File: config.mk
export PLATFORM = sky130hd
export DESIGN_NAME = btb_predictor
export DESIGN_NICKNAME = d
export VERILOG_FILES = /design/src/rtl/btb_pkg.sv /design/src/rtl/btb_index.sv /design/src/rtl/btb_store.sv /design/src/rtl/btb_match.sv /design/src/rtl/btb_predictor.sv
export SDC_FILE = /design/constraint.sdc
export NUM_CORES = 2
export LEC_CHECK = 0
export BUFFER_PORTS_ARGS = -buffer_cell sky130_fd_sc_hd__buf_4
export CORE_ASPECT_RATIO = 1.1
export CORE_UTILIZATION = 27
export CTS_CLUSTER_DIAMETER = 80
export CTS_CLUSTER_SIZE = 14
export DETAILED_ROUTE_END_ITERATION = 16
export GPL_TIMING_DRIVEN = 0
export HOLD_SLACK_MARGIN = 0.12
export PLACE_DENSITY_LB_ADDON = 0.05
export SETUP_SLACK_MARGIN = 0.1
export SLEW_MARGIN = 0
export SYNTH_ARGS = -nofsm -noshare
export SYNTH_HDL_FRONTEND = slang
export SYNTH_SLANG_ARGS = --single-unit
File: constraint.sdc
create_clock -name clk -period 4.6 [get_ports clk]
set_clock_uncertainty 0.2 [all_clocks]
set_input_delay 0.46 -clock clk [delete_from_list [all_inputs] [get_ports clk]]
set_output_delay 0.46 -clock clk [all_outputs]
set_load 0.02 [all_outputs]
File: src/rtl/btb_pkg.sv
package btb_pkg;

    localparam int unsigned BTB_ADDR_W = 32;
    localparam int unsigned BTB_STEP   = 4;

    typedef logic [BTB_ADDR_W-1:0] addr_t;

    typedef struct packed {
        logic  valid;
        addr_t tag;
        addr_t target;
    } btb_row_t;

endpackage

File: src/rtl/btb_index.sv
module btb_index
    import btb_pkg::*;
#(
    parameter int ROWS  = 64,
    parameter int SHIFT = 2,
    localparam int IDX_W = $clog2(ROWS)
) (
    input  addr_t            addr,
    output logic [IDX_W-1:0] idx
);

    // Row select: word address, truncated to the table size.
    always_comb begin
        idx = addr[SHIFT +: IDX_W];
    end

endmodule

File: src/rtl/btb_store.sv
module btb_store
    import btb_pkg::*;
#(
    parameter int ROWS = 64,
    localparam int IDX_W = $clog2(ROWS)
) (
    input  logic             clk,
    input  logic             rst_n,
    input  logic [IDX_W-1:0] rd_idx,
    output btb_row_t         rd_row,
    input  logic             wr_en,
    input  logic [IDX_W-1:0] wr_idx,
    input  addr_t            wr_tag,
    input  addr_t            wr_target
);

    logic  valid_q  [ROWS];
    addr_t tag_q    [ROWS];
    addr_t target_q [ROWS];

    generate
        for (genvar r = 0; r < ROWS; r++) begin : g_row
            logic hit_wr;

            always_comb begin
                hit_wr = wr_en && (wr_idx == IDX_W'(r));
            end

            always_ff @(posedge clk or negedge rst_n) begin
                if (!rst_n) begin
                    valid_q[r] <= 1'b0;
                end else if (hit_wr) begin
                    valid_q[r] <= 1'b1;
                end
            end

            always_ff @(posedge clk) begin
                if (hit_wr) begin
                    tag_q[r]    <= wr_tag;
                    target_q[r] <= wr_target;
                end
            end
        end
    endgenerate

    // Read port is combinational: a write shows up after the edge.
    always_comb begin
        rd_row.valid  = valid_q[rd_idx];
        rd_row.tag    = tag_q[rd_idx];
        rd_row.target = target_q[rd_idx];
    end

endmodule

File: src/rtl/btb_match.sv
module btb_match
    import btb_pkg::*;
(
    input  addr_t    pc,
    input  btb_row_t row,
    output addr_t    next_pc
);

    logic  tag_eq;
    addr_t seq_pc;

    always_comb begin
        tag_eq  = row.valid && (row.tag == pc);
        seq_pc  = pc + addr_t'(BTB_STEP);
        next_pc = tag_eq ? row.target : seq_pc;
    end

endmodule

File: src/rtl/btb_predictor.sv
module btb_predictor
    import btb_pkg::*;
#(
    parameter int ROWS  = 64,
    parameter int SHIFT = 2
) (
    input  logic        clk,
    input  logic        rst_n,
    input  logic [31:0] fetch_pc,
    output logic [31:0] pred_next,
    output logic [31:0] pred_info,
    input  logic        trn_valid,
    input  logic [31:0] trn_info,
    input  logic        trn_correct,
    input  logic [31:0] trn_target
);

    localparam int IDX_W = $clog2(ROWS);

    logic [IDX_W-1:0] look_idx;
    logic [IDX_W-1:0] train_idx;
    btb_row_t         look_row;
    logic             train_wr;

    btb_index #(.ROWS(ROWS), .SHIFT(SHIFT)) u_look_idx (
        .addr (fetch_pc),
        .idx  (look_idx)
    );

    btb_index #(.ROWS(ROWS), .SHIFT(SHIFT)) u_train_idx (
        .addr (trn_info),
        .idx  (train_idx)
    );

    always_comb begin
        train_wr = trn_valid && !trn_correct;
    end

    btb_store #(.ROWS(ROWS)) u_store (
        .clk       (clk),
        .rst_n     (rst_n),
        .rd_idx    (look_idx),
        .rd_row    (look_row),
        .wr_en     (train_wr),
        .wr_idx    (train_idx),
        .wr_tag    (trn_info),
        .wr_target (trn_target)
    );

    btb_match u_match (
        .pc      (fetch_pc),
        .row     (look_row),
        .next_pc (pred_next)
    );

    always_comb begin
        pred_info = fetch_pc;
    end

endmodule

==> impl_metrics.yaml <==
worst_setup_path:
  end_kind: "output port"
  crit_path_start_kind: "input pin"
  path_max_fanout: 10
  reg2reg_from: "u_store.valid_q[21]"
  crit_arrival_ps: 5560
  critical_path_class: "input pin to output port"
  crit_required_ps: 3940
  crit_start: "fetch_pc[3]"
clock_tree:
  numCtsBuffers: 351
  cts_tree: "yes"
  h-tree-depth: 5
  path_clk_slew_ps: 70
  cts_buffer_depth: 4
  cts_root_buf: "clkbuf_16"
  cts.sinks: 4160
  clock_latency_ps: 990
routing:
  vias: 82738
  viasPerCell: 5.21
  drtPass1Iterations: 12
  finalWirelength_mm: 726
  ant_nets: 0
  drtIter0Drc: 10640
  drc: 29
  wl_per_cell_um: 45.7
sta:
  max_clock_freq_mhz: 161
  slew_headroom_pct: 2.84
  min_period_ps: 6220
  maxSlewViolCount: 0
  worstMarginPinSlew_ps: 1460
  whs_ps: 262
  rsz0062_at_grt: "true"
  fin_ws_ps: -1620
  min_period_over_period_pct: 135
  setup_viol: 32
  finalHoldViolations: 0
worst_hold_path:
  hp-class: "register to register"
  min_from: "u_store.valid_q[35]"
yosys:
  yosysTopAreaCell: "edfxtp_1"
  ys_seq_elements: 4160
  synth-async-reset-ratio_pct: 1.54
  synthDistinctLibCells: 76
  synth-compound-area-share_pct: 1.96
  synth_adder_area_share_pct: 0.00783
  synthXorXnorAreaFrac_pct: 0.302
  synthMuxAreaShare_pct: 16.8
  netlist_area_um2: 160000
  synth_edf_count: 4096
  ys_seq_area_share_pct: 78.0
  synth_top_family_by_area: "multiplexers"
  synth_ff_type: "edfxtp_1"
  synth_area_per_cell_um2: 23.1
  syn-instance-count: 6903
  yosys.area_share.simple_pct: 1.54
  yosysTopAreaCellShare_pct: 77.0
  synth_top_cells_by_area: "edfxtp_1 77%, mux4_2 15%, mux2i_1 1.2%"
  yosys_warnings: 0
  synth_nets: 7004
finish:
  layout.nets: 7988
  drive_above_1_share_pct: 34.2
  synthToLayoutAreaGrowth_pct: 20.5
  instances_no_fill: 15892
place:
  dp_cells: 15313
  io_buffers: 160
  dpl.hpwl_mm: 514
  gp_congestion: 0.788
floorplanning:
  placeableCoreArea_um2: 588000
  dieArea_um2: 595000
  row_count: 295
  io_pins: 164
  die_w_um: 735
  initial_core_util_pct: 27.2
  chipHeight_um: 809
power:
  clkPwrFrac_pct: 38.0
  pwr-share-comb_pct: 7.3
  p_int_uw: 58400
  powerDensity_nw_per_um2: 398
  ir_worst_vdd_v: 0.000313
  power_switching_uw: 18100
  p_sw_share_pct: 23.7
  pwr-share-seq_pct: 54.7
  cellLeakagePower_uw: 0.0597
status:
  status: "finished, violations left"
  violations: "design-rule violations, negative setup slack"
global_routing:
  grt_max_degree: 72
  antenna_found_initial: 86
  grt_pass1_wl_mm: 922
  grt_pass1_vias: 83097
  grt-ovfl-total: 0
  grtUsageTotal_pct: 24.0
flow_run:
  drv_cap: 0
metrics by stage:
| step | setup slack [ps] | area, µm² | util (%) | total power (µW) | setup TNS (ps) |
|---|---|---|---|---|---|
| after floorplan | -88.4 | 160000 | - | 44900 | -56340 |
| after global placement | -10530 | 171000 | 29.0 | 47900 | - |
| after detailed placement | -4340 | 179000 | 30.5 | 48000 | -223150 |
| after CTS | -1710 | 192000 | 32.6 | 77300 | -53880 |
| after global routing | -1620 | 192000 | 32.7 | 78500 | -50900 |
| final | -1620 | 192000 | 32.7 | 76600 | -50760 |
cells by family (layout without fill, tap and decap cells):
logic type | count (synthesis) | in the layout
compound gates | 434 | 434
xor+xnor | 55 | 55
fa+ha+maj | 1 | 1
buf+inv | 411 | 1512
flops | 4160 | 4160
mux | 1331 | 1331
other cells | 0 | 18
simple gates | 511 | 511
worst max-delay path, stage by stage:
cell	delay (ps)
buf_4	120
buf_4	280
buf_6	330
clkbuf_4	480
mux4_2	380
a22o_1	330
a221oi_1	510
a22oi_1	230
nor3_4	400
xnor2_1	110
nor2_1	120
nand4_1	420
nor4_4	310
buf_6	200
buf_12	150
buf_12	150
mux2_4	340
buf_6	140
worst paths after layout:
check                      depth (start not counted)                  end  slack (ps)
setup reg to reg                                   1  u_store.valid_q[21]        3600
hold reg to reg                                    1  u_store.valid_q[35]         260
min in group asynchronous                          4  u_store.valid_q[38]         350
max in group asynchronous                          4  u_store.valid_q[23]        3510
setup / recovery                                  18        pred_next[22]       -1620
hold / removal                                     1  u_store.valid_q[35]         260
registers in the layout, summed over array words and instances (netlist names):
signal and count:
u_store.valid_q 64, u_store.target_q 2048, u_store.tag_q 2048
area by class of cell:
type | instances | area [µm²]
fill | 55247 | 396000
sequential | 4160 | 125000
multi-input combinational | 2332 | 34100
timing repair buffer | 632 | 10200
tap | 7870 | 9850
clock buffer | 404 | 9210
buffer | 395 | 3590
clock inverter | 66 | 808
inverter | 15 | 71.3
antenna | 18 | 45.0
cell usage after synthesis (5+ instances only):
master / count
edfxtp_1: 4096
mux4_2: 1069
mux2i_1: 197
clkbuf_1: 145
buf_2: 140
nand2_1: 136
nor2_1: 122
a22oi_1: 82
nand3_1: 72
or2_2: 65
dfrtp_1: 64
o21ai_0: 60
a21oi_1: 55
buf_4: 51
a221oi_1: 38
o221ai_1: 37
mux2_2: 35
buf_1: 34
o22ai_1: 34
xnor2_1: 33
mux2_4: 30
nor3_1: 23
buf_6: 22
xor2_1: 22
nor2b_1: 21
a211oi_1: 20
nand2b_1: 20
a31oi_1: 18
a22o_1: 15
inv_1: 12
a2111oi_0: 10
o211ai_1: 10
and3_1: 9
nand4_1: 9
and2_1: 8
nor4_1: 8
or3_1: 6
a211o_1: 5
o32ai_1: 5
power by group through the flow:
stage	combinational (µW)	clock [µW]	sequential, µW
final	5570	29100	41900
after global routing	5720	30900	41900
after CTS	5600	29800	41900
after detailed placement	5330	0	42700
after global placement	5140	0	42700
after floorplan	2210	0	42700
layout by cell type, fill, tap and decap left out, types with 64 or more instances in the layout:
cell              n
nand2_1         129
dlygate4sd3_1    66
buf_4           241
dfrtp_1          64
a22oi_1          82
mux2i_1         189
buf_12          339
nor2_4           70
mux4_2         1069
edfxtp_1       4096
buf_6           120
or2_2            65
clkbuf_16       362
timing repair:
action                     in CTS  in global routing
setup endpoints to repair      32                 32
buffers inserted               11                 11
pin swaps                      12                  7
gates cloned                    0                  1
hold buffers                   69                  0
gates resized for setup       556                145
hold endpoints to repair     4160                  0
metal layers:
metal  vias to the layer above  wire length [µm]  GRT usage [%]
met5                         -               216              0
met4                        30             29500           7.80
met3                       923             37300           3.04
met2                      3327            368000           42.1
met1                     47167            291000           30.7
li1                      31291                 -              -
Note: power is estimated with default switching activity, not from simulation.
